## src/rtl/ddc_probe_pkg.sv

```systemverilog
package ddc_probe_pkg;

  typedef enum logic [1:0] {
    K_MUX  = 2'd0,
    K_OFS  = 2'd1,
    K_READ = 2'd2
  } cmd_kind_e;

  // strobes from control to datapath
  typedef struct packed {
    logic      issue;
    cmd_kind_e kind;
    logic      clrScore;
    logic      capture;
    logic      latchVerdict;
    logic      clrPass;
  } dp_ctrl_t;

  // expected header byte: zero at both ends, all ones between
  function automatic logic [7:0] hdrByte(input int unsigned idx, input int unsigned len);
    return (idx == 0 || idx == len - 1) ? 8'h00 : 8'hFF;
  endfunction

endpackage

```

## src/rtl/ddc_probe_ctrl.sv

```systemverilog
module ddc_probe_ctrl
  import ddc_probe_pkg::*;
(
  input  logic     clk,
  input  logic     rst,
  input  logic     start,
  input  logic     muxValid,
  input  logic     rspByteValid,
  input  logic     rspDone,
  input  logic     rspError,
  output dp_ctrl_t ctl,
  output logic     busy,
  output logic     done
);

  typedef enum logic [2:0] {
    S_IDLE, S_MUX_CMD, S_MUX_WAIT, S_OFS_CMD, S_OFS_WAIT, S_RD_CMD, S_RD_WAIT, S_FINISH
  } state_e;

  state_e state, nxt;

  always_ff @(posedge clk) begin
    if (rst) state <= S_IDLE;
    else     state <= nxt;
  end

  always_comb begin
    nxt = state;
    ctl = '0;
    ctl.kind = K_OFS;
    unique case (state)
      S_IDLE: begin
        if (start) begin
          nxt = muxValid ? S_MUX_CMD : S_OFS_CMD;
          ctl.clrPass  = 1'b1;
          ctl.clrScore = 1'b1;
        end
      end
      S_MUX_CMD: begin
        ctl.issue = 1'b1;
        ctl.kind  = K_MUX;
        nxt       = S_MUX_WAIT;
      end
      S_MUX_WAIT: begin
        if (rspDone) nxt = rspError ? S_FINISH : S_OFS_CMD;
      end
      S_OFS_CMD: begin
        ctl.issue = 1'b1;
        ctl.kind  = K_OFS;
        nxt       = S_OFS_WAIT;
      end
      S_OFS_WAIT: begin
        if (rspDone) nxt = rspError ? S_FINISH : S_RD_CMD;
      end
      S_RD_CMD: begin
        ctl.issue = 1'b1;
        ctl.kind  = K_READ;
        nxt       = S_RD_WAIT;
      end
      S_RD_WAIT: begin
        ctl.capture = rspByteValid;
        if (rspDone) begin
          ctl.latchVerdict = !rspError;
          nxt              = S_FINISH;
        end
      end
      S_FINISH: nxt = S_IDLE;
      default:  nxt = S_IDLE;
    endcase
  end

  assign busy = (state != S_IDLE);
  assign done = (state == S_FINISH);

endmodule

```

## src/rtl/ddc_probe_dp.sv

```systemverilog
module ddc_probe_dp
  import ddc_probe_pkg::*;
#(
  parameter logic [6:0] DEV_ADDR  = 7'h50,
  parameter int         HDR_LEN   = 8,
  parameter int         MIN_MATCH = 6,
  localparam int        IDX_W     = $clog2(HDR_LEN + 1)
) (
  input  logic             clk,
  input  logic             rst,
  input  dp_ctrl_t         ctl,
  input  logic [6:0]       muxAddr,
  input  logic [7:0]       muxSel,
  input  logic [7:0]       rspByte,
  output logic             cmdValid,
  output logic [6:0]       cmdAddr,
  output logic             cmdRead,
  output logic [IDX_W-1:0] cmdCount,
  output logic [7:0]       cmdWrData,
  output logic             pass
);

  logic [IDX_W-1:0] idx;
  logic [IDX_W-1:0] matchCnt;
  logic             run;

  // command field selection
  assign cmdValid  = ctl.issue;
  assign cmdRead   = (ctl.kind == K_READ);
  assign cmdAddr   = (ctl.kind == K_MUX) ? muxAddr : DEV_ADDR;
  assign cmdCount  = (ctl.kind == K_READ) ? IDX_W'(HDR_LEN) : IDX_W'(1);
  assign cmdWrData = (ctl.kind == K_MUX) ? muxSel : 8'h00;

  // leading-match scoring of read bytes
  always_ff @(posedge clk) begin
    if (rst || ctl.clrScore) begin
      idx      <= '0;
      matchCnt <= '0;
      run      <= 1'b1;
    end else if (ctl.capture && (idx < IDX_W'(HDR_LEN))) begin
      idx <= idx + 1'b1;
      if (run && (rspByte == hdrByte(int'(idx), HDR_LEN)))
        matchCnt <= matchCnt + 1'b1;
      else
        run <= 1'b0;
    end
  end

  always_ff @(posedge clk) begin
    if (rst || ctl.clrPass) pass <= 1'b0;
    else if (ctl.latchVerdict) pass <= (matchCnt >= IDX_W'(MIN_MATCH));
  end

endmodule

```

## src/rtl/ddc_probe_seq.sv

```systemverilog
module ddc_probe_seq
  import ddc_probe_pkg::*;
#(
  parameter logic [6:0] DEV_ADDR  = 7'h50,
  parameter int         HDR_LEN   = 8,
  parameter int         MIN_MATCH = 6,
  localparam int        IDX_W     = $clog2(HDR_LEN + 1)
) (
  input  logic             clk,
  input  logic             rst,
  input  logic             start,
  input  logic             muxValid,
  input  logic [6:0]       muxAddr,
  input  logic [7:0]       muxSel,
  output logic             cmdValid,
  output logic [6:0]       cmdAddr,
  output logic             cmdRead,
  output logic [IDX_W-1:0] cmdCount,
  output logic [7:0]       cmdWrData,
  input  logic             rspByteValid,
  input  logic [7:0]       rspByte,
  input  logic             rspDone,
  input  logic             rspError,
  output logic             busy,
  output logic             done,
  output logic             pass
);

  dp_ctrl_t ctl;

  ddc_probe_ctrl u_ctrl (
    .clk          (clk),
    .rst          (rst),
    .start        (start),
    .muxValid     (muxValid),
    .rspByteValid (rspByteValid),
    .rspDone      (rspDone),
    .rspError     (rspError),
    .ctl          (ctl),
    .busy         (busy),
    .done         (done)
  );

  ddc_probe_dp #(
    .DEV_ADDR  (DEV_ADDR),
    .HDR_LEN   (HDR_LEN),
    .MIN_MATCH (MIN_MATCH)
  ) u_dp (
    .clk       (clk),
    .rst       (rst),
    .ctl       (ctl),
    .muxAddr   (muxAddr),
    .muxSel    (muxSel),
    .rspByte   (rspByte),
    .cmdValid  (cmdValid),
    .cmdAddr   (cmdAddr),
    .cmdRead   (cmdRead),
    .cmdCount  (cmdCount),
    .cmdWrData (cmdWrData),
    .pass      (pass)
  );

endmodule

```

## config.mk

```make
export PLATFORM = sky130hd
export DESIGN_NAME = ddc_probe_seq
export DESIGN_NICKNAME = d
export VERILOG_FILES = /design/src/rtl/ddc_probe_pkg.sv /design/src/rtl/ddc_probe_ctrl.sv /design/src/rtl/ddc_probe_dp.sv /design/src/rtl/ddc_probe_seq.sv
export SDC_FILE = /design/constraint.sdc
export NUM_CORES = 1
export LEC_CHECK = 0
export BUFFER_PORTS_ARGS = -buffer_cell sky130_fd_sc_hd__buf_2
export CAP_MARGIN = 20
export CORE_MARGIN = 4
export CORE_UTILIZATION = 44
export CTS_BUF_LIST = sky130_fd_sc_hd__clkbuf_4
export DETAILED_ROUTE_END_ITERATION = 8
export PLACE_DENSITY_LB_ADDON = 0.08
export SYNTH_ARGS = -nofsm -noshare
export SYNTH_HDL_FRONTEND = slang
export SYNTH_SLANG_ARGS = --single-unit
```

## constraint.sdc

```tcl
create_clock -name clk -period 2.3 [get_ports clk]
set_clock_uncertainty 0.05 [all_clocks]
set_input_delay 0.23 -clock clk [delete_from_list [all_inputs] [get_ports clk]]
set_output_delay 0.23 -clock clk [all_outputs]
set_load 0.005 [all_outputs]
```

; Word level (Yosys, flattened, before mapping)
; Cells that the tools add are included.
[word_totals]
ff_bits = 13
latchBits = 0
ramBits = 0
mem_bits_ro = 0
in_bits = 30
wordCells = 53
memories = 0
[classes]
n_addsub = 2
multipliers = 0
div_mod_pow = 0
order_cmp = 2
eq_ne = 14
shift = 0
n_mux = 17
bitwise = 1
reduce_logical = 12
[op_table]
columns = operator, n
row1 = $pmux 3 s8, 1
row2 = $mux 8, 2
row3 = $mux 3, 5
row4 = $eq 3x3->1 const B, 4
row5 = $pmux 3 s3, 1
row6 = $add 4x1->4 const B, 2
row7 = $eq 8x8->1, 1
row8 = $ne 2x2->1 const B, 4
row9 = $mux 7, 1
row10 = $eq 3x2->1 const B, 2
row11 = $mux 2, 3
row12 = $eq 4x3->1 const B, 1
row13 = $ge 4x3->1 const B, 1
row14 = $logic_not 4->1, 1
row15 = $lt 4x4->1 const B, 1
row16 = $mux 4, 1
row17 = $reduce_and 2->1, 2
row18 = $reduce_and 4->1, 1
row19 = $eq 3x1->1 const B, 1
row20 = $logic_not 3->1, 1
row21 = $mux 1, 3
row22 = $reduce_bool 3->1, 1
row23 = $eq 2x2->1 const B, 1
row24 = $logic_and 1x1->1, 2
row25 = 4 further kinds, 5

; Longest topological paths before layout
[logic_depth]
ltp_word = 7
mapped_depth = 6
depth_no_buf = 6

; Cells and area by module
; A second synthesis with hierarchy kept.
[unflattened]
cells_unflattened = 115
area_unflattened_um2 = 912.1
[by_module_without_submodules]
columns = mod, n_inst, cells_per_inst, area_per_inst_um2
row1 = ddc_probe_dp, 1, 89, 689.4
row2 = ddc_probe_ctrl, 1, 26, 222.7

; Worst setup path after synthesis
; No wires, ideal clock.
[synth_path]
path_type = register to register
start = register u_dp.idx[0]
end = register u_dp.matchCnt[3]
arrival_time_ns = 1.659
required_time_ns = 2.178
setup_slack_ns = 0.520
stages_incl_launch_ff = 7
path_buffers = 0
cell_sequence = dfxtp_1 -> inv_1 -> ha_1 -> mux2_4 -> a211o_1 -> a211oi_1 -> mux2i_1
[synth_via]
elab_chain_len = 6
word_cells_on_any_way = 9
classes_between = order compare (1) / eq/ne (2) / mux (1) / reduce/logical (5)
[synth_lines]
columns = element, line_no
row1 = "start, declared", ddc_probe_dp.sv:23  ; logic [IDX_W-1:0] idx;
row2 = "start signal, assigned", ddc_probe_dp.sv:41  ; idx <= idx + 1'b1;
row3 = $eq 4x3->1 or $logic_not 4->1 (tied branches), ddc_probe_pkg.sv:21  ; return (idx == 0 || idx == len - 1) ? 8'h00 : 8'hFF;
row4 = $logic_or 1x1->1, ddc_probe_pkg.sv:21
row5 = $mux 8, ddc_probe_pkg.sv:21
row6 = $eq 8x8->1, ddc_probe_dp.sv:42  ; if (run && (rspByte == hdrByte(int'(idx), HDR_LEN)))
row7 = $logic_and 1x1->1, ddc_probe_dp.sv:42
row8 = $reduce_and 2->1 (no source line) *, -
row9 = "end signal, assigned", ddc_probe_dp.sv:43  ; matchCnt <= matchCnt + 1'b1;
row10 = "end, declared", ddc_probe_dp.sv:24  ; logic [IDX_W-1:0] matchCnt;
; Every way passes the cells marked *; elsewhere a longest branch is shown, timed or not.
; A chain may end at the register's enable or synchronous reset.

; Final worst setup path
[layout_path]
start = register u_ctrl.state[1]
end = output cmdAddr[6]
[layout_via]
elab_chain_len = 4
word_cells_on_any_way = 6
classes_between = eq/ne (3) / mux (2) / reduce/logical (1)
[layout_lines]
columns = element, line_no
row1 = "start, declared", ddc_probe_ctrl.sv:20  ; state_e state, nxt;
row2 = "start signal, assigned", ddc_probe_ctrl.sv:24  ; else state <= nxt;
row3 = $eq 3x3->1 (tied with other cells), ddc_probe_ctrl.sv:31  ; unique case (state)
row4 = $pmux 3 s3 *, ddc_probe_ctrl.sv:31
row5 = $logic_not 2->1 *, ddc_probe_dp.sv:30  ; assign cmdAddr = (ctl.kind == K_MUX) ? muxAddr : DEV_ADDR;
row6 = $mux 7 *, ddc_probe_dp.sv:30
row7 = "end, declared", ddc_probe_seq.sv:16  ; output logic [6:0] cmdAddr,
; Marks and branches as above.

==> flow_metrics.py <==
metrics = {
    "synth": {
        "synth_cell_types": 32,
        "synth_edf_count": 0,
        "syn-cell-area_um2": 877,
        "async_flop_share_pct": 0,
        "syn-instance-count": 111,
        "synthFlopType": "dfxtp_1",
        "yosys_warnings": 0,
        "synth-seq-cells": 13,
        "seq_area_frac_synth_pct": 29.7,
        "syn_avg_cell_area_um2": 7.90,
    },
    "sta": {
        "worst-slew-pin-transition_ps": 684,
        "setup_ws_ps": 377,
        "slew_viol_final": 0,
        "relSlewSlack_pct": 54.2,
        "layout_min_cycle_time_ps": 1920,
        "rsz0062_at_grt": "no",
        "fmax_mhz": 520,
        "fin_tns_setup_ps": 0,
        "hold_viol_final": 0,
        "timing.final.setup_violations": 0,
        "fin_crit_sh_pct": 83.6,
    },
    "routing": {
        "via_per_inst": 5.10,
        "dr.pass1.iters": 4,
        "route.detailed.drc": 0,
        "drt-wirelength-per-cell_um": 12.0,
        "drt_wl_total_um": 2190,
        "vias": 933,
        "drt-initial-drc-count": 12,
        "drtAntennaViolNets": 0,
    },
    "global_route": {
        "antenna_found_initial": 0,
        "grt_max_degree": 24,
        "grt_pass1_wl_um": 3340,
        "grt_remaining_overflow": 0,
        "track_usage_pct": 15.9,
        "grt_pass1_vias": 836,
    },
    "placed_design": {
        "dp_hpwl_um": 1790,
        "pre_cts_ws_ps": 410,
        "numPortBuffers": 51,
        "place_inst": 179,
        "gp_congestion": 0.722,
    },
    "cts": {
        "htree_num_levels": 1,
        "cts_tree": "yes",
        "cts_buffers": 3,
        "cts_setup_buffers": 0,
        "clock_latency_ps": 270,
        "path_clk_slew_ps": 80,
        "root_buffer": "clkbuf_4",
        "cts.sinks": 13,
        "cts_buffer_depth": 2,
        "post_cts_resized": 0,
        "holdBufCountCts": 0,
    },
    "floorplan": {
        "die_y_um": 52.6,
        "rows": 15,
        "start_util_pct": 48.7,
        "die_area_um2": 2770,
        "io_pins": 54,
        "fp.dieW_um": 52.6,
        "design.core.area_um2": 1800,
    },
    "outcome": {
        "status": "finished, final reports clean",
    },
    "worst_setup_path": {
        "cp_data_required_time_ps": 2020,
        "cp.arrival_ps": 1640,
        "cp_cell_sequence": "nor2_1 > and2_1 > nand2b_1 > buf_2",
        "r2r_start": "u_dp.idx[0]$_SDFFE_PP0P_",
        "timing.rr.end": "u_dp.matchCnt[2]$_SDFFE_PP0P_",
        "crit_fanout": 15,
        "critPathMaxStageDelay_ps": 570,
        "slowest_stage": "nor2_1",
        "worstSetupPathType": "reg -> out",
        "r2r_slack_ps": 390,
        "r2r_cells": 6,
        "worst_setup_path_end_kind": "output pin",
        "worstSetupStartpointType": "flip-flop",
    },
    "cells_and_area": {
        "drive_gt1_share_pct": 35.4,
        "num-nets-final": 193,
        "area_growth_pct": 31.1,
        "fin_util_pct": 63.8,
        "fillers": 185,
        "antenna_cells": 0,
        "instances_no_fill": 183,
    },
    "worst_hold_path": {
        "holdPathStages": 2,
        "hp-class": "in -> reg",
        "min_to": "u_ctrl.state[2]$_SDFFE_PP0P_",
        "hp-start": "rst",
    },
    "pwr": {
        "peakVddDrop_mv": 0.270,
        "cellPowerDensity_nw_per_um2": 445,
        "total_power_uw": 511,
        "p_leak_uw": 0.000604,
    },
    "run": {
        "maxCapViolations": 0,
    },
}
critical path: cells and delay by family, from the launching register on:
kind                   cells  cell delay, ps
and+or+nand+nor            3             870
buffers and inverters      1             120
DFF                        1             380
per-stage QoR:
stage / hold slack (ps) / cell area, um2
after floorplan: 257 / 881
after global routing: 116 / 1150
after CTS: 123 / 1150
after global placement: 410 / 1120
final: 135 / 1150
after detailed placement: 412 / 1120
sequential cells by signal (all words and copies together), names as in the netlist:
name and count:
u_dp.pass 1, u_dp.matchCnt 4, u_dp.idx 4, u_ctrl.state 3, u_dp.run 1
synth_stat cells (3+ instances only):
cell type,instances,share of area (%)
and3_1,14,10
dfxtp_1,13,30
nand2_1,8,3.4
a21oi_1,6,3.4
inv_1,6,2.6
nand4_1,6,4.3
mux2i_1,5,5.7
nand2b_1,5,3.6
nor2_1,5,2.1
clkbuf_1,4,1.7
ha_1,4,5.7
nor3_1,4,2.3
a21o_1,3,2.6
buf_4,3,2.6
nand3_1,3,1.7
cells by family (layout without fill, tap and decap cells):
group	Yosys count	in the layout	share of synthesized area (%)
buffers and inverters	15	61	7.99
other	1	2	0.428
multiplexers	6	6	7.42
AO/OA/AOI/OAI	17	17	13.1
adder cells (fa/ha/maj)	4	4	5.71
AND/OR/NAND/NOR	53	53	33.7
flip-flops	13	13	29.7
XOR/XNOR	2	2	2.00
power by group:
| part | switching [uW] | internal, uW | total (uW) | leakage (uW) |
|---|---|---|---|---|
| clock | 70.9 | 79.0 | 150 | 0.0000184 |
| sequential | 16.4 | 231 | 247 | 0.000105 |
| combinational | 56.0 | 57.9 | 114 | 0.000480 |
how the worst max path moves through the flow:
stage | startpoint | end | slack, ps | cells past startpoint
detailed placement | u_dp.idx[0]$_SDFFE_PP0P_ | u_dp.matchCnt[3]$_SDFFE_PP0P_ | 410 | 6
floorplan | u_dp.idx[0]$_SDFFE_PP0P_ | u_dp.matchCnt[3]$_SDFFE_PP0P_ | 520 | 6
CTS | u_ctrl.state[1]$_SDFFE_PP0P_ | cmdAddr[6] | 370 | 4
global placement | u_dp.idx[0]$_SDFFE_PP0P_ | u_dp.matchCnt[3]$_SDFFE_PP0P_ | 480 | 6
finish | u_ctrl.state[1]$_SDFFE_PP0P_ | cmdAddr[6] | 380 | 4
global route | u_ctrl.state[1]$_SDFFE_PP0P_ | cmdAddr[4] | 170 | 4
placed cells by master, fill, tap and decap left out, drive strengths merged, types with 2 or more instances in the layout:
| cell | n |
|---|---|
| inv | 6 |
| clkbuf | 4 |
| dfxtp | 13 |
| a211oi | 2 |
| nand4 | 6 |
| nor4 | 2 |
| o21ai | 2 |
| nor2 | 5 |
| and2 | 2 |
| nand3b | 2 |
| and3 | 14 |
| conb | 2 |
| nand2b | 5 |
| a21o | 3 |
| mux2i | 5 |
| buf | 51 |
| ha | 4 |
| nor3 | 4 |
| a21oi | 6 |
| nand3 | 3 |
| nand2 | 8 |
area by class of cell:
class	instances	area [um2]	area share, %
Clock buffer	4	30.0	2.61
Inverter	6	22.5	1.96
Multi-Input combinational cell	84	551	47.9
Sequential cell	13	260	22.6
Tap cell	25	31.3	2.72
Timing Repair Buffer	51	255	22.2
per-layer routing:
layer  part of all wire [%]  track usage (%)  routed length [um]  up-vias
met5                      0                0                   0        -
met4                      0             3.40                   0        0
met3                    7.3             5.41                 159        0
met2                     49             26.7                1070       35
met1                     44             19.3                 959      408
li1                       -                -                   -      490
No activity file was read; power rests on OpenSTA's default activity.
